[config.mk]
export PLATFORM = sky130hd
export DESIGN_NAME = discard_timer
export DESIGN_NICKNAME = d
export VERILOG_FILES = /design/src/rtl/dtt_pkg.sv /design/src/rtl/dtt_counter.sv /design/src/rtl/dtt_ctrl_reg.sv /design/src/rtl/discard_timer.sv
export SDC_FILE = /design/constraint.sdc
export NUM_CORES = 1
export LEC_CHECK = 0
export BUFFER_PORTS_ARGS = -buffer_cell sky130_fd_sc_hd__buf_2
export CAP_MARGIN = 20
export CORE_MARGIN = 2
export CORE_UTILIZATION = 51
export DETAILED_ROUTE_END_ITERATION = 16
export GPL_TIMING_DRIVEN = 0
export PLACE_DENSITY = 0.9
export SYNTH_ARGS = -nofsm -noshare
export SYNTH_HDL_FRONTEND = slang
export SYNTH_SLANG_ARGS = --single-unit
[constraint.sdc]
create_clock -name clk -period 2.2 [get_ports clk]
set_input_delay 0.33 -clock clk [delete_from_list [all_inputs] [get_ports clk]]
set_output_delay 0.33 -clock clk [all_outputs]
set_load 0.03 [all_outputs]
[src/rtl/dtt_pkg.sv]
// Shared definitions for the discard timer: counter states and register
// bit positions. Assumes a 16-bit register.
package dtt_pkg;
    typedef enum logic [1:0] {
        ST_IDLE  = 2'd0,
        ST_COUNT = 2'd1,
        ST_HOLD  = 2'd2
    } dtt_state_e;

    localparam int REG_W    = 16;
    localparam int BIT_SEL  = 0;   // short timeout select
    localparam int BIT_STAT = 1;   // expiry status, write 1 to clear
    localparam int BIT_SERR = 2;   // error request enable
    localparam int BIT_PRI  = 3;   // storage only
    localparam int BIT_VGA  = 4;   // storage only
endpackage

[src/rtl/dtt_counter.sv]
// Head-of-queue discard counter. Arms when a head entry is seen while idle,
// counts until the limit selected by sel_short, and emits one-cycle expire and
// serr pulses. A retry or the loss of the head stops the count. Assumes that
// head_valid falls between successive head entries.
module dtt_counter #(
    parameter int LONG_EXP  = 15,
    parameter int SHORT_EXP = 10
) (
    input  logic clk,
    input  logic rst_n,
    input  logic head_valid,
    input  logic retry,
    input  logic sel_short,
    input  logic serr_en,
    output logic expire,
    output logic serr
);
    import dtt_pkg::*;

    localparam int CW = LONG_EXP + 1;
    localparam logic [CW-1:0] LONG_LAST  = CW'((64'd1 << LONG_EXP) - 64'd1);
    localparam logic [CW-1:0] SHORT_LAST = CW'((64'd1 << SHORT_EXP) - 64'd1);

    dtt_state_e    state;
    logic [CW-1:0] cnt;
    logic [CW-1:0] last;

    // Select the terminal count for the current mode.
    always_comb last = sel_short ? SHORT_LAST : LONG_LAST;

    // Arm, count, stop and expire.
    always_ff @(posedge clk) begin
        if (!rst_n) begin
            state  <= ST_IDLE;
            cnt    <= '0;
            expire <= 1'b0;
            serr   <= 1'b0;
        end else begin
            expire <= 1'b0;
            serr   <= 1'b0;
            case (state)
                ST_IDLE: begin
                    if (head_valid) begin
                        state <= ST_COUNT;
                        cnt   <= '0;
                    end
                end
                ST_COUNT: begin
                    if (!head_valid) begin
                        state <= ST_IDLE;
                        cnt   <= '0;
                    end else if (retry) begin
                        state <= ST_HOLD;
                        cnt   <= '0;
                    end else if (cnt >= last) begin
                        state  <= ST_HOLD;
                        cnt    <= '0;
                        expire <= 1'b1;
                        serr   <= serr_en;
                    end else begin
                        cnt <= cnt + 1'b1;
                    end
                end
                ST_HOLD: begin
                    if (!head_valid) state <= ST_IDLE;
                end
                default: state <= ST_IDLE;
            endcase
        end
    end

    assert_single_pulse_R6: assert property (@(posedge clk) disable iff (!rst_n)
        expire |=> !expire);
    assert_expire_from_count_R2: assert property (@(posedge clk) disable iff (!rst_n)
        expire |-> ($past(state) == ST_COUNT) && $past(head_valid));
    assert_retry_stops_R4: assert property (@(posedge clk) disable iff (!rst_n)
        (state == ST_COUNT && head_valid && retry) |=> (!expire && state == ST_HOLD));
    assert_abandon_R5: assert property (@(posedge clk) disable iff (!rst_n)
        (state == ST_COUNT && !head_valid) |=> (!expire && state == ST_IDLE));
endmodule

[src/rtl/dtt_ctrl_reg.sv]
// Control/status register of the discard timer. Holds the mode select, the
// error enable, two storage-only bits and the sticky expiry flag. Assumes
// that expire_evt is a one-cycle pulse.
module dtt_ctrl_reg (
    input  logic        clk,
    input  logic        rst_n,
    input  logic        wr_en,
    input  logic [15:0] wr_data,
    input  logic        expire_evt,
    output logic [15:0] rd_data,
    output logic        sel_short,
    output logic        serr_en
);
    import dtt_pkg::*;

    logic stat, pri, vga;
    logic unused_bits;

    assign unused_bits = ^wr_data[15:5];

    // Plain read/write fields.
    always_ff @(posedge clk) begin
        if (!rst_n) begin
            sel_short <= 1'b0;
            serr_en   <= 1'b0;
            pri       <= 1'b0;
            vga       <= 1'b0;
        end else if (wr_en) begin
            sel_short <= wr_data[BIT_SEL];
            serr_en   <= wr_data[BIT_SERR];
            pri       <= wr_data[BIT_PRI];
            vga       <= wr_data[BIT_VGA];
        end
    end

    // Sticky expiry flag; a new expiry beats a same-cycle clear.
    always_ff @(posedge clk) begin
        if (!rst_n)                           stat <= 1'b0;
        else if (expire_evt)                  stat <= 1'b1;
        else if (wr_en && wr_data[BIT_STAT])  stat <= 1'b0;
    end

    // Assemble the read value; unlisted bits read as zero.
    always_comb begin
        rd_data           = '0;
        rd_data[BIT_SEL]  = sel_short;
        rd_data[BIT_STAT] = stat;
        rd_data[BIT_SERR] = serr_en;
        rd_data[BIT_PRI]  = pri;
        rd_data[BIT_VGA]  = vga;
    end

    assert_reserved_zero_R11: assert property (@(posedge clk) disable iff (!rst_n)
        rd_data[15:5] == 11'd0);
    assert_status_sticky_R7: assert property (@(posedge clk) disable iff (!rst_n)
        (stat && !(wr_en && wr_data[BIT_STAT])) |=> stat);
    assert_set_wins_R8: assert property (@(posedge clk) disable iff (!rst_n)
        expire_evt |=> stat);
endmodule

[src/rtl/discard_timer.sv]
// Top of the delayed-transaction discard timer: joins the control register
// and the head-of-queue counter. Assumes that all inputs are synchronous to clk.
module discard_timer #(
    parameter int LONG_EXP  = 15,
    parameter int SHORT_EXP = 10
) (
    input  logic        clk,
    input  logic        rst_n,
    input  logic        head_valid,
    input  logic        init_retry,
    input  logic        wr_en,
    input  logic [15:0] wr_data,
    output logic [15:0] rd_data,
    output logic        discard,
    output logic        serr_req
);
    logic sel_short, serr_en;

    dtt_ctrl_reg u_reg (
        .clk        (clk),
        .rst_n      (rst_n),
        .wr_en      (wr_en),
        .wr_data    (wr_data),
        .expire_evt (discard),
        .rd_data    (rd_data),
        .sel_short  (sel_short),
        .serr_en    (serr_en)
    );

    dtt_counter #(.LONG_EXP(LONG_EXP), .SHORT_EXP(SHORT_EXP)) u_cnt (
        .clk        (clk),
        .rst_n      (rst_n),
        .head_valid (head_valid),
        .retry      (init_retry),
        .sel_short  (sel_short),
        .serr_en    (serr_en),
        .expire     (discard),
        .serr       (serr_req)
    );

    assert_serr_with_discard_R9: assert property (@(posedge clk) disable iff (!rst_n)
        serr_req |-> discard);
    assert_serr_needs_enable_R9: assert property (@(posedge clk) disable iff (!rst_n)
        serr_req |-> $past(serr_en));
endmodule

Yosys cells after proc, flatten, opt, wreduce, memory -nomap -nowiden:

Index checks and enable logic that the tools add are counted.

* $add $sub $neg: 1
* equal/unequal tests: 5
* mux-type cells: 15
* bitwise gates (word level): 4
* reductions and logical operators: 8
* $lt $le $gt $ge: 1

Operators by type and width (count)
* $mux 16: 4
* $pmux 16 s2: 1
* $add 16x1->16 const B: 1
* $ge 16x16->1: 1
* $mux 15: 1
* $mux 2: 5
* $pmux 2 s3: 1
* $reduce_or 5->1: 1
* $ne 2x2->1 const B: 2
* $ne 4x3->1 const B: 1
* $not 1->1: 4
* $reduce_bool 2->1: 2
* $reduce_or 4->1: 1
* $mux 1: 3
* $reduce_and 3->1: 1
* $eq 2x1->1 const B: 1
* $eq 2x2->1 const B: 1
* $logic_not 2->1: 1
* $reduce_and 2->1: 1
* $logic_and 1x1->1: 1

* output and inout bits: 18
* bits of input ports: 21
* word-level logic and storage cells: 43
* register bits: 25

Logic depth before layout (Yosys ltp):

Gate-level depths: netlist of run 1.

* depth after elaboration: 6
* mapped depth: 7
* gate-level depth less buffers: 6

Hierarchy:

A second synthesis of run 1 with hierarchy kept.

* cells, all modules: 144
* area total of the unflattened synthesis: 1372.6 um2

Modules (own cells, without submodules)
* dtt_counter: area an instance 1057.3 um2, times used 1, seq. area each 400.4 um2, cells an instance 110
* dtt_ctrl_reg: area an instance 315.3 um2, times used 1, seq. area each 100.1 um2, cells an instance 34

Worst setup path after synthesis of run 1:

Ideal clock, no wire load.

* path kind: register to register
* start: register u_cnt.cnt[0]
* end: register u_cnt.cnt[11]
* path slack: 0.474 ns
* data required time: 2.070 ns
* stages on the path, launching flop included: 7
* arrival time: 1.595 ns
* library setup time: 0.130 ns
* clock period less this slack: 1.726 ns
* path buffers: 0
* cells stage by stage: dfxtp_1 > ha_1 > nand3_2 > o41ai_4 > a21oi_2 > o21ai_1 > nor2_1

* word-level cells in the longest chain between the ends: 5
* elaborated cells on any way between the ends: 6
* those cells by class: add/sub: 1; order compare: 1; mux: 4

Ends and longest elaborated chain
* from (decl): RTL line dtt_counter.sv:25 `logic [CW-1:0] cnt;`
* from (signal assigned): RTL line dtt_counter.sv:61 `cnt <= cnt + 1'b1;`
* $add 16x1->16 or $ge 16x16->1 (tied branches): RTL line dtt_counter.sv:61, dtt_counter.sv:55
* $mux 16 (*): RTL line dtt_counter.sv:55 `end else if (cnt >= last) begin`
* $mux 16 (*): RTL line dtt_counter.sv:52 `end else if (retry) begin`
* $mux 16 (*): RTL line dtt_counter.sv:49 `if (!head_valid) begin`
* $pmux 16 s2 (*): RTL line dtt_counter.sv:41 `case (state)`

Every way passes the cells marked *; elsewhere a longest branch is shown, timed or not.
A chain may end at the register's enable or synchronous reset.

Worst setup path in the final report of run 1:

* start: register u_cnt.cnt[0]
* end: register u_cnt.cnt[9]

Same word-level chain as after synthesis.

==> metrics.md, run 1 <==
| Metric | Value |
|---|---|
| Top post-synthesis cells by area | `dfxtp_1 36%, buf_4 8.8%, nor2_1 6.3%` |
| Crit start category | `register` |
| Starting Density | `54.4%` |
| CP Data Arrival Time | `2.23 ns` |
| Register bit total from synthesis | `25` |
| Worst-Skew Late Latency | `0.33 ns` |
| Outcome | `completed` |
| FF/Latch Area | `500 um2` |
| Routed vias | `1,194` |
| Ys async rst share | `0%` |
| Die Height | `55.9 um` |
| Synth cell types | `38` |
| 1st-pass router iterations | `4` |
| P per Cell Area | `510 mW/mm2` |
| Seq/Total Area, Yosys | `36.5%` |
| Initial antenna violation count | `0` |
| R2R depth | `6` |
| Number of synthesized flops with an enable pin | `0` |
| Max-Cap Viols | `0` |
| # diodes | `0` |
| Mapped Area | `0.00137 mm2` |
| Worst-path clk slew | `0.14 ns` |
| Clk pwr share | `26.6%` |
| CTS sink count | `25` |
| Hold path depth | `3` |
| Net Sw Power | `0.222 mW` |
| FF-to-FF setup slack | `0.19 ns` |
| Global placer's final weighted congestion | `0.772` |
| Final HPWL DP | `1960 um` |
| Fin. Hold Viols | `0` |
| DRT iter0 DRCs | `30` |
| RSZ-0062 raised after global routing | `false` |
| Residual DRC count | `0` |
| CTS tree | `done` |
| Final Power | `0.793 mW` |
| Int Pwr | `0.571 mW` |
| Final worst path period share | `91.2%` |
| Top FF cell, synth | `dfxtp_1` |
| Type of destination of the critical path | `register` |
| Net Sw Frac | `28.0%` |
| Multi-input gate area | `762 um2` |
| CTS root buf | `clkbuf_4` |
| Proportion of layout cells with a drive suffix above 1 | `21.0%` |
| Min-Delay Path Class | `in2reg` |
| Avg Cell Area, Syn | `8.27 um2` |
| Peak VDD IR | `0.298 mV` |
| Syn Inst Count | `166` |
| Synth area leader | `dfxtp_1` |
| # nets final | `223` |
| # IOs | `39` |
| Gr usage total | `17.7%` |
| Area delta synth->final | `13.2%` |
| WL/cell | `11.9 um` |
| Leakage power | `0.713 nW` |
| Worst slew margin | `61.4%` |
| # H-tree levels | `1` |
| Total die area | `0.00312 mm2` |
| Setup TNS | `0 ns` |
| Die width | `55.9 um` |
| Clk buf depth | `2` |
| CP max FO | `7` |
| Sequential share of power | `58.9%` |
| FILL cells | `244` |
| Buffers on Ports | `15` |
| Worst-Margin Slew | `0.575 ns` |
| Vias in the first global route | `1,029` |
| # rows | `18` |
| Vias/cell | `5.31` |
| WS Path Type | `reg2reg` |
| DRT antenna net count | `0` |
| Pin count of the biggest net entering global routing | `15` |
| First-pass GRT wire length | `4420 um` |
| Final setup fails | `0` |
| Drt total wl | `2680 um` |
| Clock skew | `0.00599 ns` |
| Num CTS Buffers | `3` |
| Comb pwr share | `14.4%` |
| Post-synth top area share | `36.5%` |
| Max frequency | `0.498 GHz` |
| # hold bufs at CTS | `0` |
| Synth warnings | `0` |
| Minimum clock period | `2.01 ns` |
| CP required | `2.42 ns` |
| GRT Residual Overflow | `0` |
| Final slew viol count | `0` |
| Core footprint | `0.00252 mm2` |
[per-stage QoR]
stage	utilization [%]	instance area [um2]	hold slack (ns)	instances	worst slack [ns]
after floorplan	-	1410	0.446	176	0.474
after global placement	60.4	1520	0.456	221	0.117
after detailed placement	60.4	1520	0.472	221	0.0561
after CTS	61.5	1550	0.222	225	0.0330
after global routing	61.6	1550	0.238	225	0.0283
final	61.6	1550	0.232	225	0.193
[per-layer routing]
layer	GRT usage, %	part of all wire, %
met4	9.86	2.1
met5	0	0
met2	29.1	47
met3	2.56	5.8
met1	22.2	45
[final cells by class]
cell class	count	area share, %
flip-flops and latches	25	32.2
clock buffers	3	1.45
repair buffers	15	4.83
clock inverters	1	0.322
well taps	30	2.42
inverters	4	0.966
plain buffers	20	8.78
multi-input cells	127	49.0
[placed cells by master, fill, tap and decap left out, drive strengths merged, types with 5 or more instances in the layout]
master,n
nor2,23
ha,6
a31oi,5
a21oi,7
conb,11
buf,32
nand2,18
dfxtp,25
clkbuf,6
o21ai,5
nand3,9
xor2,6
[cell families after synthesis]
| logic type | synth area share (%) |
|---|---|
| mux | 2.92 |
| simple gates | 26.4 |
| buf+inv | 11.0 |
| xor+xnor | 4.47 |
| fa+ha+maj | 5.47 |
| other cells | 0.273 |
| flops | 36.5 |
| compound gates | 12.9 |
[what timing repair did]
| item | in CTS | in global routing |
|---|---|---|
| buffers inserted | 0 | 0 |
| endpoints found under the setup margin | 0 | 7 |
| gates resized for setup | 0 | 1 |
| endpoints found under the hold margin | 0 | 0 |
[power by group through the flow]
| stage | logic, mW | registers [mW] | clock network (mW) |
|---|---|---|---|
| 2_1_floorplan | 0.0907 | 0.475 | 0 |
| 3_3_place_gp | 0.111 | 0.477 | 0 |
| 3_5_place_dp | 0.113 | 0.477 | 0 |
| 4_1_cts | 0.113 | 0.467 | 0.219 |
| 5_1_grt | 0.124 | 0.469 | 0.236 |
| 6_report | 0.114 | 0.467 | 0.211 |
[path summary, 6_finish.rpt]
check | startpoint | end
max reg2reg | u_cnt.cnt[0] | u_cnt.cnt[9]
max | u_cnt.cnt[0] | u_cnt.cnt[9]
min reg2reg | u_cnt.expire | u_reg.stat
min | wr_data[3] | u_reg.pri
[critical path, stage by stage, from the launching register on]
cell and delay, ns:
dfxtp_1 0.42, ha_1 0.24, nand3_2 0.18, o41ai_4 0.44, a21oi_2 0.17, o21ai_2 0.36
nor2_1 0.09
[Yosys cell counts (2+ instances only)]
| cell | n |
|---|---|
| nor2_1 | 23 |
| mux2i_1 | 4 |
| nor3_1 | 4 |
| nand2_1 | 18 |
| o21ai_0 | 4 |
| nand3_1 | 8 |
| nor3b_1 | 2 |
| nand4_1 | 3 |
| inv_1 | 4 |
| buf_4 | 16 |
| a22oi_1 | 2 |
| and3_1 | 4 |
| ha_1 | 6 |
| clkbuf_1 | 3 |
| a21oi_1 | 6 |
| a31oi_1 | 5 |
| nor4_1 | 2 |
| dfxtp_1 | 25 |
| nor2b_1 | 3 |
| xor2_1 | 6 |
[state kept, by name, indices dropped and copies added, names as in the netlist]
register         count
u_reg.vga            1
u_cnt.serr           1
u_cnt.cnt           16
u_reg.pri            1
u_reg.serr_en        1
u_cnt.state          2
u_reg.stat           1
u_reg.sel_short      1
u_cnt.expire         1
(Power assumes the default switching activity.)
==> inputs of run 2 (changes only) <==
--- a/config.mk
+++ b/config.mk
@@ -5,6 +5,7 @@
 export SDC_FILE = /design/constraint.sdc
 export NUM_CORES = 1
 export LEC_CHECK = 0
+export ABC_AREA = 1
 export BUFFER_PORTS_ARGS = -buffer_cell sky130_fd_sc_hd__buf_2
 export CAP_MARGIN = 20
 export CORE_MARGIN = 2
@@ -15,3 +16,4 @@
 export SYNTH_ARGS = -nofsm -noshare
 export SYNTH_HDL_FRONTEND = slang
 export SYNTH_SLANG_ARGS = --single-unit
+export TNS_END_PERCENT = 10
==> metrics.md, run 2 <==
| Metric | Value |
|---|---|
| # nets final | `256 (+15%)` |
| Top Registers | `u_cnt.cnt x16, u_cnt.state x2` |
| CP required | `2.47 ns (+0.05 ns)` |
| Fin. Hold Viols | `0 (unchanged)` |
| First-pass GRT wire length | `3930 um (-11%)` |
| Resized Gates After CTS | `0 (unchanged)` |
| Buffers on Ports | `15 (unchanged)` |
| CP Data Arrival Time | `2.05 ns (-0.18 ns)` |
| Area delta synth->final | `12.6%` |
| # hold bufs at CTS | `0 (unchanged)` |
| Syn Inst Count | `199 (+20%)` |
| CP max FO | `10 (+3)` |
| Residual DRC count | `0 (unchanged)` |
| Multi-input gate area | `733 um2 (-3.8%)` |
| Total die area | `0.00323 mm2 (+3.6%)` |
| Post-synthesis adder-cell area fraction | `5.27% (-0.20 points)` |
| Min-Delay Path Class | `in2reg` |
| Commonest cells in the netlist | `37 x nor2_1, 36 x nand2_1, 25 x dfxtp_1` |
| Outcome | `completed` |
| Final HPWL DP | `2010 um (+2.4%)` |
| Final worst path period share | `81.1% (-10 points)` |
| Worst-Skew Late Latency | `0.32 ns (about the same)` |
| Setup TNS | `0 ns (unchanged)` |
| Type of destination of the critical path | `register` |
| GRT Residual Overflow | `0 (unchanged)` |
| Minimum clock period | `1.78 ns (-0.223 ns)` |
| P per Cell Area | `501 mW/mm2 (-1.8%)` |
| WL/cell | `9.79 um (-18%)` |
| CTS sink count | `25 (unchanged)` |
| Max-Cap Viols | `0 (unchanged)` |
| Mapped Area | `0.00143 mm2 (+3.8%)` |
| FF/Latch Area | `500 um2 (unchanged)` |
| RSZ-0062 raised after global routing | `false` |
| Worst-path clk slew | `0.13 ns (about the same)` |
| CTS tree | `done` |
| Commonest non-fill, non-tap cells in the layout | `37 x nor2_1, 36 x nand2_1, 25 x dfxtp_1` |
| # H-tree levels | `1 (unchanged)` |
| Synth warnings | `0 (unchanged)` |
| Core footprint | `0.00271 mm2 (+7.4%)` |
| Leakage power | `0.788 nW (+10%)` |
| Largest Register | `u_cnt.cnt` |
| # rows | `19 (+1)` |
| Number of synthesized flops with an enable pin | `0 (unchanged)` |
| Simple-Gate Fraction of Synth Area | `32.2% (+5.8 points)` |
| Commonest non-fill, non-tap cell in the layout | `nor2_1` |
| Cell with the most instances after synthesis | `nor2_1` |
| Synth cell types | `27 (-29%)` |
| Largest register FFs | `16 (unchanged)` |
| DRT iter0 DRCs | `39 (+30%)` |
| Avg Cell Area, Syn | `7.16 um2 (-13%)` |
| # IOs | `39 (unchanged)` |
| Starting Density | `52.6% (-1.8 points)` |
| Register bit total from synthesis | `25 (unchanged)` |
| CTS root buf | `clkbuf_4` |
| Routed vias | `1,211 (+1.4%)` |
| Vias in the first global route | `1,016 (-1.3%)` |
| Max frequency | `0.561 GHz (+13%)` |
| Clk buf depth | `2 (unchanged)` |
| Postcts setup bufs | `0 (unchanged)` |
| Global placer's final weighted congestion | `0.796 (+3.1%)` |
| Top post-synthesis cells by area | `dfxtp_1 35%, nor2_1 9.7%, nand2_1 9.5%` |
| Compound-Gate Fraction of Synth Area | `5.44% (-7.5 points)` |
| Gr usage total | `15.4% (-2.3 points)` |
| Post-synthesis mux area share | `0.702% (-2.2 points)` |
| # diodes | `0 (unchanged)` |
| Final Power | `0.803 mW (+1.4%)` |
| Post-synth top area share | `35.1% (-1.3 points)` |
| Largest family of logic cells by synthesized area | `simple AND/OR/NAND/NOR gates` |
| Top FF cell, synth | `dfxtp_1` |
| Drt total wl | `2540 um (-5.4%)` |
| Crit start category | `register` |
| Seq/Total Area, Yosys | `35.1% (-1.3 points)` |
| Proportion of layout cells with a drive suffix above 1 | `23.7% (+2.7 points)` |
| Die Height | `56.9 um (+1.8%)` |
| Clock skew | `0.00238 ns (-0.00361 ns)` |
| Peak VDD IR | `0.314 mV (+5.3%)` |
| Num CTS Buffers | `3 (unchanged)` |
| Die width | `56.9 um (+1.8%)` |
| Initial antenna violation count | `0 (unchanged)` |
| Ys async rst share | `0% (unchanged)` |
| Vias/cell | `4.68 (-12%)` |
| Pin count of the biggest net entering global routing | `15 (unchanged)` |
| DRT antenna net count | `0 (unchanged)` |
| 1st-pass router iterations | `4 (unchanged)` |
| FILL cells | `269 (+10%)` |
| WS Path Type | `reg2reg` |
| Final setup fails | `0 (unchanged)` |
| Synth Area in XOR/XNOR | `4.92% (+0.45 points)` |
| Final slew viol count | `0 (unchanged)` |
| Synth area leader | `dfxtp_1` |
-- run 2: critical path: stages (launching register included) --
cell and delay [ns]:
dfxtp_1 0.48, ha_1 0.30, a21oi_1 0.18, nor2_1 0.06
nor2_1 0.16, nand3_2 0.14, nand2_4 0.11, nand2_4 0.07
buf_6 0.15, nor2_2 0.09
-- run 2: final timing paths --
path	start	to	slack (ns)	cells past startpoint
setup / recovery	u_reg.sel_short	u_cnt.cnt[11]	0.42	9
hold / removal	wr_data[4]	u_reg.vga	0.24	3
setup reg to reg	u_reg.sel_short	u_cnt.cnt[11]	0.42	9
hold reg to reg	u_reg.serr_en	u_cnt.serr	0.47	2
-- run 2: area by class of cell --
cell class                 count  area share [%]
multi-input combinational    142            45.7
sequential                    25            31.2
inverter                      24            5.62
timing repair buffer          15            4.68
clock buffer                   3            1.40
clock inverter                 1           0.312
tap                           31            2.42
buffer                        18            8.66
-- run 2: layer usage --
layer	share of wire [%]	GRT usage [%]
met1	44	16.3
met2	49	29.1
met3	5.5	2.53
met4	1.6	6.98
met5	0	0
-- run 2: report_power, final --
part	total [mW]	internal (mW)	switching [mW]
logic	0.131	0.0488	0.0820
clock network	0.202	0.0681	0.134
registers	0.470	0.462	0.00843
-- run 2: metrics by stage --
stage          std cells  utilization [%]  cell area, um2  hold slack, ns  setup WS, ns
2_1_floorplan        209                -            1460           0.431         0.666
3_3_place_gp         255             58.2            1580           0.444         0.485
3_5_place_dp         255             58.2            1580           0.446         0.414
4_1_cts              259             59.2            1600           0.250         0.379
5_1_grt              259             59.2            1600           0.252         0.296
6_report             259             59.2            1600           0.244         0.416
-- run 2: logic make-up (layout without fill, tap and decap cells) --
logic type,after synthesis,count (layout)
AO/OA/AOI/OAI,14,14
flip-flops,25,25
AND/OR/NAND/NOR,102,102
multiplexers,1,1
XOR/XNOR,8,8
buffers and inverters,42,61
other,1,11
adder cells (fa/ha/maj),6,6
==> inputs of run 3 (changes only) <==
==> constraint.sdc (replaced) <==
create_clock -name clk -period 1.8 [get_ports clk]
set_input_delay 0.27 -clock clk [delete_from_list [all_inputs] [get_ports clk]]
set_output_delay 0.27 -clock clk [all_outputs]
set_load 0.03 [all_outputs]
==> metrics.md, run 3 (synthesis gave the netlist of run 2 again) <==
| Metric | Value |
|---|---|
| Outcome | `completed` |
| Drt total wl | `2530 um (-0.12%)` |
| Die width | `56.9 um (unchanged)` |
| Proportion of layout cells with a drive suffix above 1 | `25.9% (+2.2 points)` |
| Vias/cell | `4.69 (+0.41%)` |
| # rows | `19 (unchanged)` |
| First-pass GRT wire length | `3930 um (unchanged)` |
| Final slew viol count | `0 (unchanged)` |
| # H-tree levels | `1 (unchanged)` |
| P per Cell Area | `607 mW/mm2 (+21%)` |
| Routed met3 length | `122 um (-12%)` |
| Clk buf depth | `2 (unchanged)` |
| CTS root buf | `clkbuf_4` |
| # IOs | `39 (unchanged)` |
| Core footprint | `0.00271 mm2 (unchanged)` |
| R2R Path End | `u_cnt.cnt[11]` |
| Place WS | `0.0139 ns (-0.400 ns)` |
| Pin count of the biggest net entering global routing | `15 (unchanged)` |
| Met1 wire length | `1130 um (+0.53%)` |
| Cell Chain, Critical Path | `ha_1, a21oi_1, nor2_1, nor2_2, nand3_2, nand2_4, nand2_4, buf_6, nor2_2` |
| RSZ-0062 raised after global routing | `false` |
| WS Path Type | `reg2reg` |
| R2r startpoint | `u_reg.sel_short` |
| WL/cell | `9.78 um (-0.12%)` |
| Worst Slack Setup Final | `0.141 ns (-0.275 ns)` |
| Residual DRC count | `0 (unchanged)` |
| Worst-Skew Late Latency | `0.32 ns (about the same)` |
| Area delta synth->final | `13.4%` |
| CTS tree | `done` |
| Starting Density | `52.6% (unchanged)` |
| Final HPWL DP | `2010 um (unchanged)` |
| Peak VDD IR | `0.384 mV (+22%)` |
| Leakage power | `0.789 nW (+0.23%)` |
| Crit start category | `register` |
| Final worst path period share | `92.2% (+11 points)` |
| Max-Cap Viols | `0 (unchanged)` |
| End of the critical path | `u_cnt.cnt[11]` |
| Top layer in use | `met4` |
| FF-to-FF setup slack | `0.14 ns (-0.28 ns)` |
| Critical-path top delay cell | `dfxtp_4` |
| Max frequency | `0.603 GHz (+7.5%)` |
| Min-Delay Path Class | `in2reg` |
| Largest Register | `u_cnt.cnt` |
| Postcts setup bufs | `0 (unchanged)` |
| CP required | `2.07 ns (-0.40 ns)` |
| DRT iter0 DRCs | `40 (+2.6%)` |
| CP max FO | `10 (unchanged)` |
| Fin. Hold Viols | `0 (unchanged)` |
| Hold WS | `0.183 ns (-0.0608 ns)` |
| Initial antenna violation count | `0 (unchanged)` |
| # hold bufs at CTS | `0 (unchanged)` |
| Buffers on Ports | `15 (unchanged)` |
| # diodes | `0 (unchanged)` |
| Final setup fails | `0 (unchanged)` |
| CP top delay family | `simple AND/OR/NAND/NOR gates` |
| Setup TNS | `0 ns (unchanged)` |
| Clock skew | `0.00177 ns (-0.000610 ns)` |
| Largest register FFs | `16 (unchanged)` |
| Final std cell area, no fill | `0.00162 mm2 (+0.78%)` |
| Final core occ | `59.6% (+0.46 points)` |
| # placed instances | `255 (unchanged)` |
| Worst-path clk slew | `0.13 ns (about the same)` |
| Crit path buf inv count | `1 (unchanged)` |
| Global placer's final weighted congestion | `0.796 (unchanged)` |
| Met2 WL post-DR | `1240 um (+0.73%)` |
| CP peak stage delay | `0.39 ns (-0.09 ns)` |
| 1st-pass router iterations | `4 (unchanged)` |
| Type of destination of the critical path | `register` |
| Routed vias | `1,216 (+0.41%)` |
| # nets final | `256 (unchanged)` |
| Number of cells on the critical path | `9 (unchanged)` |
| Die Height | `56.9 um (unchanged)` |
| Vias in the first global route | `1,016 (unchanged)` |
| Commonest non-fill, non-tap cell in the layout | `nand2_1` |
| CTS sink count | `25 (unchanged)` |
| Gr usage total | `15.4% (unchanged)` |
| Cell area after placement | `0.00158 mm2 (unchanged)` |
| Launch point of the worst path | `u_reg.sel_short` |
| DRT antenna net count | `0 (unchanged)` |
| Total die area | `0.00323 mm2 (unchanged)` |
| GRT Residual Overflow | `0 (unchanged)` |
| CP Data Arrival Time | `1.92 ns (-0.13 ns)` |
| Final Power | `0.982 mW (+22%)` |
| Top Registers | `u_cnt.cnt x16, u_cnt.state x2` |
| Commonest non-fill, non-tap cells in the layout | `36 x nand2_1, 34 x nor2_1, 23 x dfxtp_1` |
| Num CTS Buffers | `3 (unchanged)` |
| Final Non-Filler Cells | `259 (unchanged)` |
| R2R depth | `9 (unchanged)` |
| Minimum clock period | `1.66 ns (-0.125 ns)` |
==> run 3: worst min-delay path, cell delays in order <==
cell	delay, ns
buf_2	0.07
nor2_1	0.03
nor2_1	0.09
==> run 3: report_power, final <==
part,switching (mW),internal (mW)
sequential,0.0104,0.564
combinational,0.100,0.0598
clock,0.164,0.0832
==> run 3: repair_timing <==
action / CTS / global route
endpoints found under the setup margin: 8 / 10
gates resized for setup: 1 / 5
hold endpoints to repair: 0 / 0
==> run 3: layout make-up <==
type                            instances  area (um2)
Fill cell                             264        1090
Multi-Input combinational cell        142         741
Sequential cell                        25         505
Buffer                                 18         139
Inverter                               24        90.1
Timing Repair Buffer                   15        75.1
Tap cell                               31        38.8
Clock buffer                            3        22.5
Clock inverter                          1        5.00
==> run 3: how the worst min path moves through the flow <==
| stage | start | to | slack (ns) | cells after the start |
|---|---|---|---|---|
| after floorplan | wr_data[3] | u_reg.pri | 0.40 | 2 |
| after global placement | u_reg.serr_en | u_cnt.serr | 0.44 | 2 |
| after detailed placement | u_reg.serr_en | u_cnt.serr | 0.45 | 2 |
| after CTS | wr_data[4] | u_reg.vga | 0.19 | 3 |
| after global routing | wr_data[3] | u_reg.pri | 0.19 | 3 |
| final | wr_data[4] | u_reg.vga | 0.18 | 3 |
==> run 3: per-layer routing <==
metal | GRT usage, % | vias to the layer above
met1 | 16.3 | 528
met3 | 2.53 | 5
met4 | 6.98 | 0
met2 | 29.1 | 35
met5 | 0 | -
li1 | - | 648
